--- src/rtl/pei_pkg.sv ---
package pei_pkg;
  typedef enum logic [1:0] {
    SEL_NONE = 2'd0,
    SEL_POL  = 2'd1,
    SEL_MASK = 2'd2,
    SEL_FLAG = 2'd3
  } reg_sel_e;

  function automatic reg_sel_e decode_sel(
    input logic [7:0] a,
    input logic [7:0] pol_ofs,
    input logic [7:0] mask_ofs,
    input logic [7:0] flag_ofs
  );
    if (a == pol_ofs)       return SEL_POL;
    else if (a == mask_ofs) return SEL_MASK;
    else if (a == flag_ofs) return SEL_FLAG;
    else                    return SEL_NONE;
  endfunction
endpackage

--- src/rtl/pei_sync.sv ---
module pei_sync #(
  parameter int W      = 8,
  parameter int STAGES = 2
) (
  input  logic         clk,
  input  logic         rst_n,
  input  logic [W-1:0] d_i,
  output logic [W-1:0] q_o
);
  logic [W-1:0] chain [STAGES];

  generate
    for (genvar s = 0; s < STAGES; s++) begin : g_stage
      if (s == 0) begin : g_first
        always_ff @(posedge clk or negedge rst_n) begin
          if (!rst_n) chain[s] <= '0;
          else        chain[s] <= d_i;
        end
      end else begin : g_next
        always_ff @(posedge clk or negedge rst_n) begin
          if (!rst_n) chain[s] <= '0;
          else        chain[s] <= chain[s-1];
        end
      end
    end
  endgenerate

  assign q_o = chain[STAGES-1];
endmodule

--- src/rtl/pei_edge.sv ---
module pei_edge #(
  parameter int W = 8
) (
  input  logic         clk,
  input  logic         rst_n,
  input  logic [W-1:0] level_i,
  input  logic [W-1:0] pol_i,
  output logic [W-1:0] hit_o
);
  logic [W-1:0] prev_q;
  logic [W-1:0] rise;
  logic [W-1:0] fall;

  always_ff @(posedge clk or negedge rst_n) begin
    if (!rst_n) prev_q <= '0;
    else        prev_q <= level_i;
  end

  generate
    for (genvar p = 0; p < W; p++) begin : g_pin
      assign rise[p]  = level_i[p] & ~prev_q[p];
      assign fall[p]  = ~level_i[p] & prev_q[p];
      assign hit_o[p] = pol_i[p] ? rise[p] : fall[p];
    end
  endgenerate

  // a pin cannot rise on two consecutive samples
  assert_no_double_rise_R3: assert property (@(posedge clk) disable iff (!rst_n)
    (|rise) |=> ((rise & $past(rise)) == '0));
endmodule

--- src/rtl/pei_regfile.sv ---
module pei_regfile
  import pei_pkg::*;
#(
  parameter int          W        = 8,
  parameter logic [7:0]  POL_OFS  = 8'h25,
  parameter logic [7:0]  MASK_OFS = 8'h26,
  parameter logic [7:0]  FLAG_OFS = 8'h27
) (
  input  logic         clk,
  input  logic         rst_n,
  input  logic [7:0]   bus_addr,
  input  logic         bus_wr,
  input  logic [W-1:0] bus_wdata,
  output logic [W-1:0] bus_rdata,
  input  logic [W-1:0] hit_i,
  output logic [W-1:0] pol_o,
  output logic [W-1:0] mask_o,
  output logic [W-1:0] flag_o
);
  reg_sel_e     sel;
  logic [W-1:0] pol_q, mask_q, flag_q;
  logic [W-1:0] clr_vec;

  assign sel     = decode_sel(bus_addr, POL_OFS, MASK_OFS, FLAG_OFS);
  assign clr_vec = (bus_wr && sel == SEL_FLAG) ? bus_wdata : '0;

  always_ff @(posedge clk or negedge rst_n) begin
    if (!rst_n) begin
      pol_q  <= '0;
      mask_q <= '0;
    end else if (bus_wr) begin
      if (sel == SEL_POL)  pol_q  <= bus_wdata;
      if (sel == SEL_MASK) mask_q <= bus_wdata;
    end
  end

  generate
    for (genvar p = 0; p < W; p++) begin : g_flag
      always_ff @(posedge clk or negedge rst_n) begin
        if (!rst_n)          flag_q[p] <= 1'b0;
        else if (hit_i[p])   flag_q[p] <= 1'b1;
        else if (clr_vec[p]) flag_q[p] <= 1'b0;
      end
    end
  endgenerate

  always_comb begin
    unique case (sel)
      SEL_POL:  bus_rdata = pol_q;
      SEL_MASK: bus_rdata = mask_q;
      SEL_FLAG: bus_rdata = flag_q;
      default:  bus_rdata = '0;
    endcase
  end

  assign pol_o  = pol_q;
  assign mask_o = mask_q;
  assign flag_o = flag_q;

  // written ones clear flags that saw no edge
  assert_clear_R6: assert property (@(posedge clk) disable iff (!rst_n)
    (bus_wr && sel == SEL_FLAG) |=> ((flag_q & $past(bus_wdata) & ~$past(hit_i)) == '0));

  // without a write to the flag offset and without edges, flags hold
  assert_hold_R6: assert property (@(posedge clk) disable iff (!rst_n)
    (!(bus_wr && sel == SEL_FLAG) && hit_i == '0) |=> $stable(flag_q));

  // an edge always leaves its flag set, even against a clear
  assert_set_wins_R7: assert property (@(posedge clk) disable iff (!rst_n)
    (|hit_i) |=> ((flag_q & $past(hit_i)) == $past(hit_i)));

  // writes elsewhere leave polarity and mask unchanged
  assert_foreign_write_R10: assert property (@(posedge clk) disable iff (!rst_n)
    (bus_wr && sel == SEL_NONE) |=> ($stable(pol_q) && $stable(mask_q)));
endmodule

--- src/rtl/pin_edge_irq.sv ---
module pin_edge_irq #(
  parameter int         NPINS       = 8,
  parameter int         SYNC_STAGES = 2,
  parameter logic [7:0] POL_OFS     = 8'h25,
  parameter logic [7:0] MASK_OFS    = 8'h26,
  parameter logic [7:0] FLAG_OFS    = 8'h27
) (
  input  logic             clk,
  input  logic             rst_n,
  input  logic [NPINS-1:0] pin_i,
  input  logic [7:0]       bus_addr,
  input  logic             bus_wr,
  input  logic [NPINS-1:0] bus_wdata,
  output logic [NPINS-1:0] bus_rdata,
  output logic             irq_o
);
  logic [NPINS-1:0] level;
  logic [NPINS-1:0] pol;
  logic [NPINS-1:0] mask;
  logic [NPINS-1:0] flag;
  logic [NPINS-1:0] hit;

  pei_sync #(.W(NPINS), .STAGES(SYNC_STAGES)) u_sync (
    .clk(clk), .rst_n(rst_n), .d_i(pin_i), .q_o(level)
  );

  pei_edge #(.W(NPINS)) u_edge (
    .clk(clk), .rst_n(rst_n), .level_i(level), .pol_i(pol), .hit_o(hit)
  );

  pei_regfile #(
    .W(NPINS), .POL_OFS(POL_OFS), .MASK_OFS(MASK_OFS), .FLAG_OFS(FLAG_OFS)
  ) u_regs (
    .clk(clk), .rst_n(rst_n),
    .bus_addr(bus_addr), .bus_wr(bus_wr), .bus_wdata(bus_wdata),
    .bus_rdata(bus_rdata), .hit_i(hit),
    .pol_o(pol), .mask_o(mask), .flag_o(flag)
  );

  assign irq_o = |(flag & mask);

  // with every mask bit clear the request stays low
  assert_masked_quiet_R8: assert property (@(posedge clk) disable iff (!rst_n)
    (mask == '0) |-> !irq_o);

  // a request always points at a pending flag
  assert_irq_has_source_R8: assert property (@(posedge clk) disable iff (!rst_n)
    irq_o |-> (flag != '0));
endmodule

--- config.mk ---
export PLATFORM = sky130hd
export DESIGN_NAME = pin_edge_irq
export DESIGN_NICKNAME = d
export VERILOG_FILES = /design/src/rtl/pei_pkg.sv /design/src/rtl/pei_sync.sv /design/src/rtl/pei_edge.sv /design/src/rtl/pei_regfile.sv /design/src/rtl/pin_edge_irq.sv
export SDC_FILE = /design/constraint.sdc
export NUM_CORES = 1
export LEC_CHECK = 0
export ABC_AREA = 1
export BUFFER_PORTS_ARGS = -buffer_cell sky130_fd_sc_hd__clkbuf_2
export CAP_MARGIN = 20
export CORE_ASPECT_RATIO = 1.2
export CORE_UTILIZATION = 26
export DETAILED_ROUTE_END_ITERATION = 16
export GPL_ROUTABILITY_DRIVEN = 0
export PLACE_DENSITY = 0.5
export SYNTH_ARGS = -nofsm -noshare
export SYNTH_HDL_FRONTEND = slang
export SYNTH_HIERARCHICAL = 1
export SYNTH_SLANG_ARGS = --single-unit
--- constraint.sdc ---
create_clock -name clk -period 1.6 [get_ports clk]
set_input_delay 0.16 -clock clk [delete_from_list [all_inputs] [get_ports clk]]
set_output_delay 0.16 -clock clk [all_outputs]
set_load 0.02 [all_outputs]
# Word-level counts from Yosys, hierarchy flattened
# Index checks and enable logic that the tools add are counted.
# word_totals
out_inout_bits	9
wordCells	93
ff_bits	48
# op_classes
reduce_logical	12
bitwise	33
n_eq_ne	6
n_mux	29
# op_table
cell	n
8-bit by 6-bit == test with 1-bit output (second input constant)	3
1-bit 2-to-1 mux	24
8-bit case mux with 3 select lines	1
1-bit bitwise AND	16
1-bit inverter	16
2-bit nonzero test	8
8-bit bitwise AND	1
8-bit 2-to-1 mux	1
8-bit OR reduction	1
2-bit 2-to-1 mux	3
2-bit == test (second input constant)	2
2-bit AND reduction	2
2-bit by 1-bit == test with 1-bit output (second input constant)	1
1-bit logical AND	1

# Logic depth before layout (Yosys ltp)
# depth
depth_word	9
ltp_mapped	7
ltp_nobuf	6

# By module
# Netlist, hierarchy kept.
# modules_own_cells
module	cells_each	area_each_um2	instances
pei_regfile	153	1316.3	1
pei_sync	24	460.4	1
pei_edge	56	400.4	1
pin_edge_irq	15	56.3	1

# Worst setup path before layout
# OpenSTA, ideal clock, no wires.
# synth_path
kind	input-to-output
startpoint	input port bus_addr[4]
endpoint	output port bus_rdata[0]
slack_ns	0.483
stages	6
t_arrival_ns	0.957
path_cell_list	inv_1 -> nand2_1 -> nor2_4 -> buf_2 -> nand3_1 -> nand3_1
# synth_between
elab_chain_len	6
elab_cells_between_ends	10
cone_classes	eq/ne (6); mux (4)
# synth_rtl
element	line	rtl
start, declared	pin_edge_irq.sv:11	input logic [7:0] bus_addr,
8-bit by 6-bit == test with 1-bit output	pei_pkg.sv:17	else if (a == flag_ofs) return SEL_FLAG;
2-bit 2-to-1 mux	pei_pkg.sv:17	
2-bit 2-to-1 mux	pei_pkg.sv:16	else if (a == mask_ofs) return SEL_MASK;
2-bit 2-to-1 mux (*)	pei_pkg.sv:15	if (a == pol_ofs) return SEL_POL;
2-bit == test or 2-bit by 1-bit == test with 1-bit output (tied branches)	pei_regfile.sv:48	unique case (sel)
8-bit case mux with 3 select lines (*)	pei_regfile.sv:48	
end, declared	pin_edge_irq.sv:14	output logic [NPINS-1:0] bus_rdata,
# Mark *: on every way between the ends. The rest lies on a longest branch, timed or not.

# Worst setup path after layout
# layout_path
startpoint	register u_regs.flag_q[1], in the netlist u_regs/flag_o[1]
endpoint	output port irq_o
# layout_between
elab_chain_len	2
# layout_rtl
element	line	rtl
start, declared	pei_regfile.sv:21	logic [W-1:0] pol_q, mask_q, flag_q;
start signal, assigned by index	pei_regfile.sv:40	if (!rst_n) flag_q[p] <= 1'b0;
start signal, assigned by index	pei_regfile.sv:41	else if (hit_i[p]) flag_q[p] <= 1'b1;
start signal, assigned by index	pei_regfile.sv:42	else if (clr_vec[p]) flag_q[p] <= 1'b0;
8-bit bitwise AND	pin_edge_irq.sv:40	assign irq_o = |(flag & mask);
8-bit OR reduction	pin_edge_irq.sv:40	
end, declared	pin_edge_irq.sv:15	output logic irq_o
# No other way between the ends.

==> report_table.html <==
<table>
<tr><th>Metric</th><th>Value</th></tr>
<tr><th colspan="2">Detailed routing</th></tr>
<tr><td>Violation count after the first detailed-route iteration</td><td>108</td></tr>
<tr><td>1st-pass router iterations</td><td>4</td></tr>
<tr><td>Detailed-route vias per instance</td><td>4.132</td></tr>
<tr><td>Routed wirelength normalized by instance count</td><td>11.08 um</td></tr>
<tr><td>Total via count after detailed routing</td><td>1,661</td></tr>
<tr><td>Total Routed Length</td><td>4453 um</td></tr>
<tr><td>Antenna Violating Nets Remaining</td><td>0</td></tr>
<tr><td>Post-route DRC</td><td>0</td></tr>
<tr><th colspan="2">Layout</th></tr>
<tr><td>Ratio of cells with drive above 1 in the final layout</td><td>25.35%</td></tr>
<tr><td>Final standard cell count with taps included and fillers excluded</td><td>402</td></tr>
<tr><td>Antenna fix cells</td><td>0</td></tr>
<tr><td>Total area of sequential cells</td><td>1201 sq um</td></tr>
<tr><td>Fill cell total of the finished layout</td><td>882</td></tr>
<tr><td>Post-layout nets</td><td>314</td></tr>
<tr><td>Post-route design area</td><td>2684 sq um</td></tr>
<tr><td>Signed area change from the synthesized netlist to the final layout</td><td>20.17%</td></tr>
<tr><td>Fin util</td><td>32.56%</td></tr>
<tr><td>Area used by multi-input combinational logic</td><td>747.0 sq um</td></tr>
<tr><th colspan="2">Worst setup path</th></tr>
<tr><td>Arrival time of data at the critical path endpoint</td><td>1.20 ns</td></tr>
<tr><td>Critical Path Sink Type</td><td>output pin</td></tr>
<tr><td>Max Fanout on Critical Path</td><td>3</td></tr>
<tr><td>Required time of the critical path</td><td>1.44 ns</td></tr>
<tr><td>Worst Setup Path Type</td><td>reg2out</td></tr>
<tr><td>Startpoint kind of the worst setup timing path</td><td>flop</td></tr>
<tr><th colspan="2">Power and ir drop</th></tr>
<tr><td>Fraction of power consumed by the clock network</td><td>36.0%</td></tr>
<tr><td>Portion of total power attributed to sequential cells</td><td>54.6%</td></tr>
<tr><td>Combinational fraction of design power</td><td>9.4%</td></tr>
<tr><td>Max VDD drop</td><td>0.4525 mV</td></tr>
<tr><td>Leakage power</td><td>1.342 nW</td></tr>
<tr><td>Cell-internal power</td><td>1.817 mW</td></tr>
<tr><td>Net switching power of the design</td><td>0.5591 mW</td></tr>
<tr><td>Sw Ratio</td><td>23.53%</td></tr>
<tr><td>Power density over cell area</td><td>885.5 nW/um^2</td></tr>
<tr><td>Power consumption</td><td>2.377 mW</td></tr>
<tr><th colspan="2">CTS</th></tr>
<tr><td>Maximum clock path buffer count</td><td>2</td></tr>
<tr><td>Root buffer cell</td><td>clkbuf_8</td></tr>
<tr><td>Insertion delay to the later sink of the worst-skew pair</td><td>0.30 ns</td></tr>
<tr><td>CTS tree</td><td>done</td></tr>
<tr><td>Num CTS Buffers</td><td>5</td></tr>
<tr><td>Total number of H-tree levels</td><td>2</td></tr>
<tr><td>TritonCTS Sinks</td><td>48</td></tr>
<tr><td># resized after CTS</td><td>0</td></tr>
<tr><td>Clk slew on worst S/H paths</td><td>0.09 ns</td></tr>
<tr><th colspan="2">Die</th></tr>
<tr><td>Row count</td><td>36</td></tr>
<tr><td>Effective utilization at floorplan</td><td>27.09%</td></tr>
<tr><td>Total I/O pin count</td><td>36</td></tr>
<tr><td>Floorplan Core Area</td><td>8243 sq um</td></tr>
<tr><td>Vertical extent of the die</td><td>103.5 um</td></tr>
<tr><td>Full die area</td><td>8966 sq um</td></tr>
<tr><td>Chip Width</td><td>86.61 um</td></tr>
<tr><th colspan="2">GRT</th></tr>
<tr><td>Global Route Usage Sum</td><td>10.79%</td></tr>
<tr><td>Global-route wire length before repair</td><td>7438 um</td></tr>
<tr><td>Antenna violations before repair</td><td>0</td></tr>
<tr><td>Global route total overflow</td><td>0</td></tr>
<tr><td>Number of global-route vias before repair</td><td>1,522</td></tr>
<tr><td>Maximum number of pins on one net before global-route repair</td><td>49</td></tr>
<tr><th colspan="2">Timing</th></tr>
<tr><td>Worst clock skew</td><td>0.009687 ns</td></tr>
<tr><td>Number of max-slew violations in the final report</td><td>0</td></tr>
<tr><td>Post-route worst hold slack</td><td>0.1424 ns</td></tr>
<tr><td>Hold violation total from the final report</td><td>0</td></tr>
<tr><td>Pin slew with the least headroom to its limit</td><td>0.3567 ns</td></tr>
<tr><td>Number of failing setup endpoints in the final timing report</td><td>0</td></tr>
<tr><td>Top achievable clock speed</td><td>0.7338 GHz</td></tr>
<tr><td>Final worst-path cycle share</td><td>85.17%</td></tr>
<tr><td>Worst-case setup margin in the final layout</td><td>0.2373 ns</td></tr>
<tr><td>Setup Total Neg Slack</td><td>0 ns</td></tr>
<tr><td>Time the final worst path needs with I/O delays and setup</td><td>1.363 ns</td></tr>
<tr><td>Worst-case headroom to the max-slew limit</td><td>76.22%</td></tr>
<tr><td>RSZ-0062 raised after global routing</td><td>false</td></tr>
<tr><th colspan="2">Placement</th></tr>
<tr><td>Post-detailed-placement half-perimeter wirelength</td><td>3032 um</td></tr>
<tr><td>Port-buffer cells</td><td>35</td></tr>
<tr><td>Pre-CTS worst setup slack</td><td>0.2707 ns</td></tr>
<tr><td>Count of placed standard cells including taps</td><td>385</td></tr>
<tr><td>Dpl cell area</td><td>2486 sq um</td></tr>
<tr><th colspan="2">Synth</th></tr>
<tr><td>Most used standard cell by instance count after synthesis</td><td>nand2_1</td></tr>
<tr><td>Area fraction of the dominant cell type after synthesis</td><td>53.78%</td></tr>
<tr><td>Cells taking the most area after synthesis</td><td>dfrtp_1 54%, nand3_1 11%, nand2_1 9.1%</td></tr>
<tr><td>Top_reg_cell synth</td><td>dfrtp_1</td></tr>
<tr><td>Biggest area consumer among synthesized cells</td><td>dfrtp_1</td></tr>
<tr><td>Share of synthesized registers carrying an async set or reset</td><td>100.0%</td></tr>
<tr><td>Unique masters post-synth</td><td>15</td></tr>
<tr><td>Gate count after technology mapping</td><td>248</td></tr>
<tr><td>Post-synthesis sequential element count</td><td>48</td></tr>
<tr><td>Synthesis warning total</td><td>6</td></tr>
<tr><td>Sequential cell area fraction in the yosys report</td><td>53.78%</td></tr>
<tr><td>Synth Net Count</td><td>275</td></tr>
<tr><td>Summed instance area of the synthesized netlist</td><td>2233 sq um</td></tr>
<tr><td>Number of enable-type register cells in the synthesized netlist</td><td>0</td></tr>
<tr><td>Most used standard cells in the synthesized netlist</td><td>54 x nand2_1, 48 x dfrtp_1, 48 x nand3_1</td></tr>
<tr><td>Avg Inst Size Synth</td><td>9.006 sq um</td></tr>
<tr><th colspan="2">Run</th></tr>
<tr><td>Maximum capacitance violations</td><td>0</td></tr>
<tr><th colspan="2">Hold path</th></tr>
<tr><td>Worst Hold Class</td><td>in2reg</td></tr>
<tr><th colspan="2">Status</th></tr>
<tr><td>Result of the run</td><td>finished, final reports clean</td></tr>
</table>
==> critical path: stages, from the launching register on <==
cell and delay, ns:
dfrtp_1 0.41, nand2_1 0.08, nand2_1 0.06, nor2_1 0.13
nand2_1 0.07, clkbuf_2 0.15
==> worst paths after layout <==
check                                                  start  slack (ns)                            to  depth (start not counted)
worst max register to register   u_regs/pol_o[3]$_DFFE_PN0P_        0.79  u_regs/flag_o[3]$_DFFE_PN0P_                          5
worst min register to register     u_sync/chain[9]$_DFF_PN0_        0.34       u_sync/q_o[1]$_DFF_PN0_                          0
worst max-delay path            u_regs/flag_o[1]$_DFFE_PN0P_        0.24                         irq_o                          5
min in group asynchronous                              rst_n        0.38  u_regs/mask_o[3]$_DFFE_PN0P_                          3
worst min-delay path                            bus_wdata[6]        0.14  u_regs/mask_o[6]$_DFFE_PN0P_                          3
max in group asynchronous                              rst_n        0.99  u_regs/mask_o[0]$_DFFE_PN0P_                          3
==> flip-flops by register name (all words and copies together) (netlist names) <==
| register | flops |
|---|---|
| u_sync/q_o | 8 |
| u_regs/mask_o | 8 |
| u_sync/chain | 8 |
| u_edge/prev_q | 8 |
| u_regs/flag_o | 8 |
| u_regs/pol_o | 8 |
==> cell families (layout without fill, tap and decap cells) <==
logic type / count (synthesis) / in the layout / synth area share, %
AND/OR/NAND/NOR: 123 / 123 / 27.17
buffers and inverters: 61 / 101 / 12.77
flip-flops: 48 / 48 / 53.78
AO/OA/AOI/OAI: 16 / 16 / 6.274
==> area by class of cell <==
type	instances	share of cell area, %
clock buffer	6	2.704
clock inverter	2	1.305
inverter	46	6.434
multi-input combinational	139	27.83
sequential	48	44.76
tap	114	5.315
timing repair buffer	47	11.66
==> repair_timing <==
item / in CTS / in global routing
hold endpoints to repair: 56 / 0
setup buffers: 0 / 0
hold buffers: 9 / 0
==> power by group through the flow <==
stage	Combinational [mW]	Clock (mW)	Sequential (mW)
after CTS	0.230	0.890	1.30
after detailed placement	0.212	0	1.32
after global placement	0.210	0	1.32
final	0.223	0.855	1.30
after floorplan	0.134	0	1.31
after global routing	0.256	0.947	1.31
==> layout by cell type (no fill, tap or decap), types with 3 or more instances in the layout <==
master	synthesis	routed
clkbuf_2	0	35
o21ai_2	16	16
nand4_1	8	8
nand3_1	48	48
clkbuf_8	0	5
dfrtp_1	48	48
inv_1	45	45
dlygate4sd3_1	0	9
nand2_2	5	5
nand2_1	54	54
nor2_4	3	3
==> per-layer routing <==
layer	vias up	track usage [%]	wire length [um]	part of all wire, %
li1	850	-	-	-
met1	762	14.30	2095	47
met2	43	16.67	2089	47
met3	6	2.709	197	4.4
met4	0	4.405	71	1.6
met5	-	0	0	0
No activity file was read; power rests on OpenSTA's default activity.
